--- src/rtl/pwr_wake_pkg.sv ---
package pwr_wake_pkg;

  // register word addresses
  localparam int unsigned ADDR_CTRL = 0;
  localparam int unsigned ADDR_RST  = 1;
  localparam int unsigned ADDR_IRQ  = 2;

  // control register bits
  localparam int unsigned B_CLK_RDY  = 0;
  localparam int unsigned B_INIT     = 2;
  localparam int unsigned B_ACC      = 3;
  localparam int unsigned B_SLEEPING = 4;
  localparam int unsigned B_PS_LO    = 24;
  localparam int unsigned B_RFKILL   = 27;

  // reset register bits
  localparam int unsigned B_SWRST = 7;
  localparam int unsigned B_MDIS  = 8;
  localparam int unsigned B_MSTOP = 9;

  // interrupt register bit
  localparam int unsigned B_RFK_IRQ = 7;

  localparam int unsigned PS_W = 3;
  localparam logic [PS_W-1:0] PS_NONE = 3'b000;
  localparam logic [PS_W-1:0] PS_MAC  = 3'b001;
  localparam logic [PS_W-1:0] PS_PHY  = 3'b010;
  localparam logic [PS_W-1:0] PS_ERR  = 3'b011;

  typedef enum logic [2:0] {
    ST_OFF   = 3'd0,
    ST_WAKE  = 3'd1,
    ST_RUN   = 3'd2,
    ST_DRAIN = 3'd3,
    ST_DOZE  = 3'd4,
    ST_FAULT = 3'd5
  } pwr_state_e;

endpackage

--- src/rtl/pwr_rfkill_mon.sv ---
module pwr_rfkill_mon #(
  parameter int unsigned SYNC_STAGES = 2
) (
  input  logic clk,
  input  logic rst,
  input  logic rfkill_sw,
  input  logic irq_clr,
  output logic rf_state,
  output logic irq_pend
);

  logic [SYNC_STAGES-1:0] sync_q;
  logic                   prev_q;
  logic                   toggle;

  always_ff @(posedge clk) begin
    if (rst) sync_q[0] <= 1'b0;
    else     sync_q[0] <= rfkill_sw;
  end

  for (genvar i = 1; i < SYNC_STAGES; i++) begin : g_sync
    always_ff @(posedge clk) begin
      if (rst) sync_q[i] <= 1'b0;
      else     sync_q[i] <= sync_q[i-1];
    end
  end

  assign rf_state = sync_q[SYNC_STAGES-1];
  assign toggle   = rf_state ^ prev_q;

  always_ff @(posedge clk) begin
    if (rst) begin
      prev_q   <= 1'b0;
      irq_pend <= 1'b0;
    end else begin
      prev_q <= rf_state;
      if (toggle)       irq_pend <= 1'b1;
      else if (irq_clr) irq_pend <= 1'b0;
    end
  end


  rfk_toggle_sets_chk: assert property (@(posedge clk) disable iff (rst)
    (rf_state != prev_q) |=> irq_pend);


  rfk_clear_chk: assert property (@(posedge clk) disable iff (rst)
    (irq_clr && irq_pend && (rf_state == prev_q)) |=> !irq_pend);

endmodule

--- src/rtl/pwr_wake_fsm.sv ---
module pwr_wake_fsm
  import pwr_wake_pkg::*;
#(
  parameter int unsigned IDLE_CYCLES = 16
) (
  input  logic            clk,
  input  logic            rst,
  input  logic            init_done,
  input  logic            access_req,
  input  logic            core_sleep_req,
  input  logic            pwr_ack,
  input  logic            rf_kill,
  output pwr_state_e      state_q,
  output pwr_state_e      state_nx,
  output logic            clk_ready,
  output logic            going_sleep,
  output logic            pwr_on,
  output logic [PS_W-1:0] ps_type
);

  localparam int unsigned CW = $clog2(IDLE_CYCLES + 1);
  localparam logic [CW-1:0] IDLE_LIM = CW'(IDLE_CYCLES);

  logic [CW-1:0] idle_cnt;
  logic          idle_qual;

  assign idle_qual = (state_q == ST_RUN) && core_sleep_req && !access_req;

  always_ff @(posedge clk) begin
    if (rst)                    idle_cnt <= '0;
    else if (!idle_qual)        idle_cnt <= '0;
    else if (idle_cnt != IDLE_LIM) idle_cnt <= idle_cnt + CW'(1);
  end

  always_comb begin
    state_nx = state_q;
    unique case (state_q)
      ST_OFF:   if (init_done) state_nx = ST_WAKE;
      ST_WAKE: begin
        if (!init_done)   state_nx = ST_OFF;
        else if (pwr_ack) state_nx = ST_RUN;
      end
      ST_RUN: begin
        if (!init_done)   state_nx = ST_DRAIN;
        else if (!pwr_ack) state_nx = ST_FAULT;
        else if (idle_qual && (idle_cnt == IDLE_LIM)) state_nx = ST_DRAIN;
      end
      ST_DRAIN: if (!pwr_ack) state_nx = init_done ? ST_DOZE : ST_OFF;
      ST_DOZE: begin
        if (!init_done)      state_nx = ST_OFF;
        else if (access_req) state_nx = ST_WAKE;
      end
      ST_FAULT: if (!init_done) state_nx = ST_OFF;
      default:  state_nx = ST_OFF;
    endcase
  end

  always_ff @(posedge clk) begin
    if (rst) state_q <= ST_OFF;
    else     state_q <= state_nx;
  end

  assign clk_ready   = (state_q == ST_RUN);
  assign going_sleep = (state_q == ST_DRAIN);
  assign pwr_on      = (state_q == ST_WAKE) || (state_q == ST_RUN);

  always_comb begin
    unique case (state_q)
      ST_DOZE:  ps_type = PS_MAC;
      ST_FAULT: ps_type = PS_ERR;
      ST_RUN:   ps_type = rf_kill ? PS_PHY : PS_NONE;
      default:  ps_type = PS_NONE;
    endcase
  end


  ready_needs_init_chk: assert property (@(posedge clk) disable iff (rst)
    $rose(clk_ready) |-> $past(init_done));


  sleep_refused_chk: assert property (@(posedge clk) disable iff (rst)
    (clk_ready && access_req && init_done && pwr_ack) |=> !going_sleep);


  sleep_entry_chk: assert property (@(posedge clk) disable iff (rst)
    $rose(going_sleep) |-> $past(!access_req || !init_done));

endmodule

--- src/rtl/pwr_wake_ctrl.sv ---
module pwr_wake_ctrl
  import pwr_wake_pkg::*;
#(
  parameter int unsigned IDLE_CYCLES = 16,
  parameter int unsigned SYNC_STAGES = 2,
  parameter int unsigned ADDR_W      = 2,
  parameter int unsigned DATA_W      = 32
) (
  input  logic              clk,
  input  logic              rst,
  input  logic              reg_wr,
  input  logic [ADDR_W-1:0] reg_addr,
  input  logic [DATA_W-1:0] reg_wdata,
  output logic [DATA_W-1:0] reg_rdata,
  input  logic              core_sleep_req,
  input  logic              pwr_ack,
  input  logic              rfkill_sw,
  output logic              pwr_on,
  output logic              host_grant,
  output logic              rfkill_irq,
  output logic              mstr_halt
);

  localparam logic [ADDR_W-1:0] A_CTRL = ADDR_W'(ADDR_CTRL);
  localparam logic [ADDR_W-1:0] A_RST  = ADDR_W'(ADDR_RST);
  localparam logic [ADDR_W-1:0] A_IRQ  = ADDR_W'(ADDR_IRQ);

  logic sw_rst_q, blk_rst;
  logic init_q, acc_q, stop_q, mdis_q;
  logic wr_ctrl, wr_rst, wr_irq, acc_nx;
  logic clk_ready, going_sleep, rf_state, irq_clr;
  logic [PS_W-1:0] ps_type;
  pwr_state_e st_q, st_nx;
  logic [DATA_W-1:0] rd_nx;
  logic wdata_unused;

  assign wdata_unused = ^reg_wdata;
  assign blk_rst = rst | sw_rst_q;
  assign wr_ctrl = reg_wr && (reg_addr == A_CTRL);
  assign wr_rst  = reg_wr && (reg_addr == A_RST);
  assign wr_irq  = reg_wr && (reg_addr == A_IRQ);
  assign irq_clr = wr_irq && reg_wdata[B_RFK_IRQ];
  assign acc_nx  = wr_ctrl ? reg_wdata[B_ACC] : acc_q;

  // one-cycle software reset pulse
  always_ff @(posedge clk) begin
    if (rst) sw_rst_q <= 1'b0;
    else     sw_rst_q <= !sw_rst_q && wr_rst && reg_wdata[B_SWRST];
  end

  always_ff @(posedge clk) begin
    if (blk_rst) begin
      init_q     <= 1'b0;
      acc_q      <= 1'b0;
      stop_q     <= 1'b0;
      mdis_q     <= 1'b0;
      host_grant <= 1'b0;
    end else begin
      if (wr_ctrl) begin
        init_q <= reg_wdata[B_INIT];
        acc_q  <= reg_wdata[B_ACC];
      end
      if (wr_rst) stop_q <= reg_wdata[B_MSTOP];
      mdis_q     <= stop_q;
      host_grant <= acc_nx && (st_nx == ST_RUN);
    end
  end

  pwr_wake_fsm #(.IDLE_CYCLES(IDLE_CYCLES)) u_fsm (
    .clk           (clk),
    .rst           (blk_rst),
    .init_done     (init_q),
    .access_req    (acc_q),
    .core_sleep_req(core_sleep_req),
    .pwr_ack       (pwr_ack),
    .rf_kill       (rf_state),
    .state_q       (st_q),
    .state_nx      (st_nx),
    .clk_ready     (clk_ready),
    .going_sleep   (going_sleep),
    .pwr_on        (pwr_on),
    .ps_type       (ps_type)
  );

  pwr_rfkill_mon #(.SYNC_STAGES(SYNC_STAGES)) u_rfk (
    .clk      (clk),
    .rst      (blk_rst),
    .rfkill_sw(rfkill_sw),
    .irq_clr  (irq_clr),
    .rf_state (rf_state),
    .irq_pend (rfkill_irq)
  );

  always_comb begin
    rd_nx = '0;
    case (reg_addr)
      A_CTRL: begin
        rd_nx[B_CLK_RDY]        = clk_ready;
        rd_nx[B_INIT]           = init_q;
        rd_nx[B_ACC]            = acc_q;
        rd_nx[B_SLEEPING]       = going_sleep;
        rd_nx[B_PS_LO +: PS_W]  = ps_type;
        rd_nx[B_RFKILL]         = rf_state;
      end
      A_RST: begin
        rd_nx[B_MDIS]  = mdis_q;
        rd_nx[B_MSTOP] = stop_q;
      end
      A_IRQ: rd_nx[B_RFK_IRQ] = rfkill_irq;
      default: rd_nx = '0;
    endcase
  end

  always_ff @(posedge clk) begin
    if (blk_rst) reg_rdata <= '0;
    else         reg_rdata <= rd_nx;
  end

  assign mstr_halt = stop_q;


  grant_ready_chk: assert property (@(posedge clk) disable iff (blk_rst)
    host_grant |-> (clk_ready && !going_sleep && acc_q));


  mdis_follow_chk: assert property (@(posedge clk) disable iff (blk_rst)
    $rose(stop_q) |=> mdis_q);


  swrst_clear_chk: assert property (@(posedge clk) disable iff (rst)
    sw_rst_q |=> (!sw_rst_q && !init_q && !acc_q && !stop_q && !pwr_on && !host_grant));


  off_without_init_chk: assert property (@(posedge clk) disable iff (blk_rst)
    (!init_q && !pwr_on) |=> !pwr_on);

endmodule

--- config.mk ---
export PLATFORM = sky130hd
export DESIGN_NAME = pwr_wake_ctrl
export DESIGN_NICKNAME = d
export VERILOG_FILES = /design/src/rtl/pwr_wake_pkg.sv /design/src/rtl/pwr_rfkill_mon.sv /design/src/rtl/pwr_wake_fsm.sv /design/src/rtl/pwr_wake_ctrl.sv
export SDC_FILE = /design/constraint.sdc
export NUM_CORES = 1
export LEC_CHECK = 0
export ABC_AREA = 1
export BUFFER_PORTS_ARGS = -buffer_cell sky130_fd_sc_hd__clkbuf_2
export CORE_AREA = 2 2 63 65
export CTS_CLUSTER_SIZE = 12
export DETAILED_ROUTE_END_ITERATION = 7
export DIE_AREA = 0 0 65 67
export PLACE_DENSITY = 0.74
export SYNTH_ARGS = -nofsm -noshare
export SYNTH_HDL_FRONTEND = slang
export SYNTH_HIERARCHICAL = 1
export SYNTH_SLANG_ARGS = --single-unit
--- constraint.sdc ---
create_clock -name clk -period 1.2 [get_ports clk]
set_input_delay 0.24 -clock clk [delete_from_list [all_inputs] [get_ports clk]]
set_output_delay 0.24 -clock clk [all_outputs]
set_load 0.01 [all_outputs]
==> results of run 1 <==
worst register-to-register path: stages, from the launching register on:
cell	delay (ns)
dfxtp_4	0.36
inv_2	0.09
nor2_4	0.04
buf_4	0.13
nand3_1	0.06
nand2_1	0.07
nor2_2	0.14
nand2_1	0.07
nor2_1	0.08
nand2_1	0.06
nor2_2	0.09
state kept, by name, indices dropped and copies added (netlist names):
register	flops
u_rfk/prev_q	1
reg_rdata	11
u_rfk/rf_state	1
u_fsm/idle_cnt	5
init_q	1
acc_q	1
mstr_halt	1
u_rfk/irq_pend	1
sw_rst_q	1
u_fsm/state_q	3
mdis_q	1
u_rfk/sync_q	1
host_grant	1
final cells by class:
cell class | count | area, µm²
fill | 349 | 1690
multi-input combinational | 130 | 706
sequential | 29 | 593
timing repair buffer | 47 | 304
inverter | 33 | 129
clock buffer | 6 | 82.6
tap | 48 | 60.1
clock inverter | 2 | 37.5
layer usage:
metal | vias up | global-route usage (%)
met5 | - | 0
met4 | 0 | 6.65
met3 | 7 | 5.91
met2 | 35 | 25.0
met1 | 543 | 15.8
li1 | 649 | -
path summary, 6_finish.rpt:
path / from / end / slack [ns] / depth (start not counted)
worst min-delay path: rfkill_sw / u_rfk/sync_q[0] / 0.15 / 3
worst min register to register: u_rfk/sync_q[0] / u_rfk/rf_state / 0.41 / 2
worst max-delay path: u_fsm/state_q[0] / pwr_on / -0.13 / 5
worst max register to register: u_fsm/state_q[0] / host_grant / -0.05 / 10
layout by cell type (no fill, tap or decap), drive strengths merged:
cell type and instances:
buf 22, o21ai 4, nand2 35, nand3 14
nor2 36, nand4 1, clkinvlp 1, clkbuf 31
nor3 4, or2 2, a21oi 7, bufinv 1
dfxtp 29, conb 22, o2111ai 1, ha 2
xor2 2, inv 33
report_power, final:
group / leakage, nW / internal (mW) / total (mW) / switching (mW)
Sequential: 0.238 / 0.972 / 0.983 / 0.0116
Clock: 0.0574 / 0.674 / 1.06 / 0.385
Combinational: 0.583 / 0.0519 / 0.156 / 0.104
cells by family after synthesis:
family	Yosys count
other	2
DFF	29
adders and majority gates	2
buffers and inverters	55
AOI/OAI and AO/OA	12
and+or+nand+nor	92
xor gates and xnor gates	2
repair_timing:
action                                  4_1_cts  5_1_grt
buffers inserted                              6        0
endpoints found under the setup margin        3       10
endpoints found under the hold margin         0        0
pin swaps                                     3        4
gates resized for setup                      11       16
stage by stage:
step / TNS (ns) / hold WS (ns)
4_1_cts: -0.226 / 0.138
6_report: -0.368 / 0.148
3_3_place_gp: -0.118 / 0.393
3_5_place_dp: -0.153 / 0.402
2_1_floorplan: 0 / 0.347
5_1_grt: -0.969 / 0.157
==> results by group, run 1 <==
Outcome
  • Outcome: finished with violations
  • Failing checks: negative setup slack

Cells and area
  • Final Cell Area: 0.00191 mm²
  • Share of layout cells above drive strength 1: 38.5%
  • Final core utilization: 53.0%
  • Ant. Diodes: 0
  • Final Net Count: 288
  • Non-filler cells, final: 295
  • Area Growth Syn to Fin: 33.2%

Yosys
  • Synth Register Bits: 29
  • Top FF cell, synth: dfxtp_1
  • Warning count from the yosys run: 6
  • Fraction of registers with async set/reset: 0%
  • Yosys top cell area share: 40.5%
  • Post-synth cell types: 24
  • Post-Synth XOR/XNOR Area: 1.22%
  • Commonest cells in the synthesized netlist: 32 x nand2_1, 29 x dfxtp_1, 29 x inv_1
  • Synthesized cell area: 0.00144 mm²
  • Post-Syn Area per Cell: 7.40 µm²
  • Largest family of logic cells by synthesized area: simple AND/OR/NAND/NOR gates
  • Register area share after synthesis: 40.5%
  • Most common cell in the netlist: nand2_1
  • Top cells by area, synth: dfxtp_1 40%, buf_4 12%, nand2_1 8.4%, inv_1 7.6%, nor2_1 6.8%
  • Mux cell area share after synthesis: 0%
  • Post-synth EDFFs: 0
  • Compound-gate portion of the synthesized area: 5.23%
  • Synth Instances: 194
  • Post-Synth Adder-Cell Area: 1.74%
  • Cell accounting for the most synthesized area: dfxtp_1
  • Synth Area in Simple Gates: a little under a third

Worst setup path
  • CP startpoint kind: flip-flop
  • CP max-delay cell: dfxtp_4
  • Arrival time worst endpoint: 1.09 ns
  • CP Capture Type: output pin
  • Worst EP required: about 0.96 ns
  • Crit path cell chain: buf_12 > nor2_4 > inv_2 > nand2_1 > buf_2
  • Crit path buf inv count: 3
  • Kind of critical path: flip-flop to output pin
  • CP peak stage delay: 0.36 ns
  • CP Max Fanout: 4
  • Largest delay share family, worst path: flip-flops

Routing
  • Post-DR vias/cell: 4.18
  • DRT met1 WL: 1230 µm
  • Routed len/inst: 9.84 µm
  • Final WL: 2900 µm
  • Routed wl met2: 1450 µm
  • TritonRoute pass-1 iters: 4
  • Remaining routing DRC violations: 0
  • ANT nets after route: 0
  • Total vias in the final route: 1234
  • Top sig layer: met4
  • Met3 wire length: between 150 and 200 µm
  • 1st-iter DRT viols: 93

Min path
  • Worst hold path type: input pin to flip-flop

Die
  • Std cell rows: 22
  • Die W: 65 µm
  • IO Pins: 76
  • Die Y: 67 µm
  • Die Area: 0.00436 mm²
  • Initial cell density of the core: 39.8%
  • Core area: roughly 0.0036 mm²

Global routing
  • Vias in the first global route: ~1.2k
  • Pin count of the biggest net entering global routing: 11
  • Total gr overflow: 0
  • Overall routing resource usage: 14.6%
  • Initial antenna violation count: 0
  • First-pass GRT wire length: around 4700 µm

Power and ir drop
  • Peak supply drop: roughly 730 µV
  • Pwr Density: ~1100 mW/mm²
  • Cell leakage power: between 0.8 and 0.9 nW
  • Total power: 2.20 mW

Placement
  • Final GP Congestion: 0.764
  • HPWL Detailed: 1950 µm
  • Placed instance area: 0.00165 mm²
  • Place WS: -0.0901 ns
  • Placed Cells: around 280
  • Port bufs: 26

Clocking
  • Hold Buf Count CTS: 0
  • CTS tree: built
  • Clk sinks: 29
  • H-tree depth: 2
  • Worst-Skew Late Latency: 0.28 ns
  • CTS Buf Count: 5
  • Reg clk slew, reported paths: 0.06 ns
  • Clock Path Buffers: 2
  • CTS root buffer: clkbuf_8

Timing
  • Final Cycle Share: 111%
  • Pins over their slew limit: 0
  • Setup Skew: 0.00189 ns
  • Fmax: 0.753 GHz
  • Final Setup Violations: 9
  • Shortest period the worst path allows: 1.33 ns
  • RSZ-0062 raised after global routing: true
  • Final hold violations: 0
  • Worst Setup Slack, final: -0.128 ns

Run
  • Max Cap Viol: 0
(Power assumes the default switching activity.)
==> run 2: changes to the inputs <==
--- a/config.mk
+++ b/config.mk
@@ -7,11 +7,11 @@
 export LEC_CHECK = 0
 export ABC_AREA = 1
 export BUFFER_PORTS_ARGS = -buffer_cell sky130_fd_sc_hd__clkbuf_2
-export CORE_AREA = 2 2 63 65
+export CORE_AREA = 2 2 58 60
 export CTS_CLUSTER_SIZE = 12
 export DETAILED_ROUTE_END_ITERATION = 7
-export DIE_AREA = 0 0 65 67
-export PLACE_DENSITY = 0.74
+export DIE_AREA = 0 0 60 62
+export PLACE_DENSITY = 0.82
 export SYNTH_ARGS = -nofsm -noshare
 export SYNTH_HDL_FRONTEND = slang
 export SYNTH_HIERARCHICAL = 1
==> constraint.sdc (replaced) <==
create_clock -name clk -period 1.6 [get_ports clk]
set_input_delay 0.32 -clock clk [delete_from_list [all_inputs] [get_ports clk]]
set_output_delay 0.32 -clock clk [all_outputs]
set_load 0.01 [all_outputs]
==> results by group, run 2 (synthesized netlist as in run 1, its figures left out) <==
Outcome
  • Outcome: finished, final reports clean

Timing
  • Shortest period the worst path allows: 1.52 ns
  • Final Cycle Share: 95.1%
  • Fmax: 0.657 GHz
  • Setup Skew: 0.00786 ns
  • Final hold violations: 0
  • Pins over their slew limit: 0
  • Worst Setup Slack, final: 0.0778 ns
  • Setup TNS: 0 ns
  • Final Setup Violations: 0

Worst setup path
  • Arrival time worst endpoint: 1.20 ns
  • Worst EP required: 1.28 ns
  • Crit path cell chain: inv_4 > nand2_4 > nor2_4 > inv_2 > nand2_1 > buf_2
  • CP startpoint kind: flip-flop
  • Reg-to-reg slack, setup: 0.21 ns
  • CP max-delay cell: dfxtp_4
  • CP Max Fanout: 7
  • CP peak stage delay: 0.38 ns
  • Kind of critical path: flip-flop to output pin
  • CP Capture Type: output pin

Die
  • Std cell rows: 21
  • Initial cell density of the core: 45.1%
  • Die Area: 0.00372 mm²
  • IO Pins: between 70 and 80
  • Die Y: 62 µm
  • Die W: 60 µm
  • Core area: 0.00318 mm²

Placement
  • Port bufs: 26
  • HPWL Detailed: 1710 µm
  • Final GP Congestion: slightly below 0.8
  • Placed instance area: 0.00153 mm²
  • Place WS: 0.215 ns

Routing
  • ANT nets after route: 0
  • Total vias in the final route: 1127
  • Remaining routing DRC violations: 0
  • Final WL: roughly 2300 µm
  • Post-DR vias/cell: 4.11
  • 1st-iter DRT viols: 20
  • Routed len/inst: 8.37 µm
  • TritonRoute pass-1 iters: 4

Cells and area
  • Largest register FFs: 11
  • Largest reg by FF count: reg_rdata
  • Regs by FF count: reg_rdata (11), u_fsm/idle_cnt (5), u_fsm/state_q (3)
  • Area Growth Syn to Fin: 13.0%
  • Final Cell Area: around 0.0016 mm²
  • Most common cell after layout, fill and taps aside: nand2_1
  • Share of layout cells above drive strength 1: 28.5%
  • Ant. Diodes: 0
  • Commonest cells after routing, fill and taps aside: 32 x nand2_1, 28 x inv_1, 26 x nor2_1, 26 x dfxtp_1, 25 x clkbuf_2
  • Final Net Count: ~270

Clocking
  • Worst-Skew Late Latency: 0.32 ns
  • Reg clk slew, reported paths: about 0.090 ns
  • H-tree depth: 2
  • Clk sinks: 29
  • Hold Buf Count CTS: 0
  • CTS Buf Count: 5
  • CTS root buffer: clkbuf_4
  • Clock Path Buffers: 2
  • CTS tree: built

Power and ir drop
  • Peak supply drop: 461 µV
  • Pwr Density: 751 mW/mm²
  • Cell leakage power: 0.750 nW
  • Total power: 1.22 mW

Run
  • Max Cap Viol: 0

Global routing
  • Overall routing resource usage: 13.4%
  • Vias in the first global route: about 940
  • First-pass GRT wire length: approximately 3700 µm
  • Total gr overflow: 0
  • Pin count of the biggest net entering global routing: 14
  • Initial antenna violation count: 0

Min path
  • Worst hold path type: input pin to flip-flop
run 2: cell types whose count changed in the layout (fill, tap and decap cells not counted), moves of 2 or more:
cell,change
buf_4,-15
clkbuf_8,-6
clkbuf_4,+5
nor2_1,+4
nor2_4,-3
nand3_1,+2
o21ai_0,+2
run 2: cell type report:
class                      instances  area (µm²)
inverter                          33         126
sequential                        29         589
tap                               46        57.6
clock inverter                     1        5.00
timing repair buffer              30         160
multi-input combinational        130         646
fill                             321        1560
clock buffer                       5        37.5
run 2: metrics by stage:
stage               instances  hold WS [ns]  util, %
floorplan                 214         0.388        -
global placement          264         0.389     48.2
detailed placement        264         0.394     48.2
CTS                       270         0.172     49.6
global route              274         0.175     51.0
finish                    274         0.178     51.0
run 2: routing by layer:
metal / GRT usage, % / vias to the layer above / wire length (µm)
li1: - / 612 / -
met1: 15.5 / 476 / 1050
met2: 21.4 / 37 / 1030
met3: 6.42 / 2 / 196
met4: 5.71 / 0 / 13
met5: 0 / - / 0
run 2: critical path: cells and delay by family, from the launching register on:
kind	cells	cell delay, ns
AND/OR/NAND/NOR	3	0.26
flip-flops	1	0.38
buffers and inverters	3	0.25
run 2: worst paths after layout:
path / from / end / depth (start not counted)
setup / recovery: u_fsm/state_q[2] / pwr_on / 6
hold / removal: rfkill_sw / u_rfk/sync_q[0] / 3
setup reg to reg: u_fsm/idle_cnt[0] / host_grant / 9
hold reg to reg: u_rfk/sync_q[0] / u_rfk/rf_state / 2
run 2: timing repair:
action	4_1_cts	5_1_grt
resized for setup	2	7
setup endpoints to repair	1	1
buffers inserted	0	4
pin swaps	0	1
run 2: power by group:
| group | switching, mW | internal (mW) |
|---|---|---|
| Clock | 0.227 | 0.152 |
| Combinational | 0.0702 | 0.0297 |
| Sequential | 0.00900 | 0.729 |
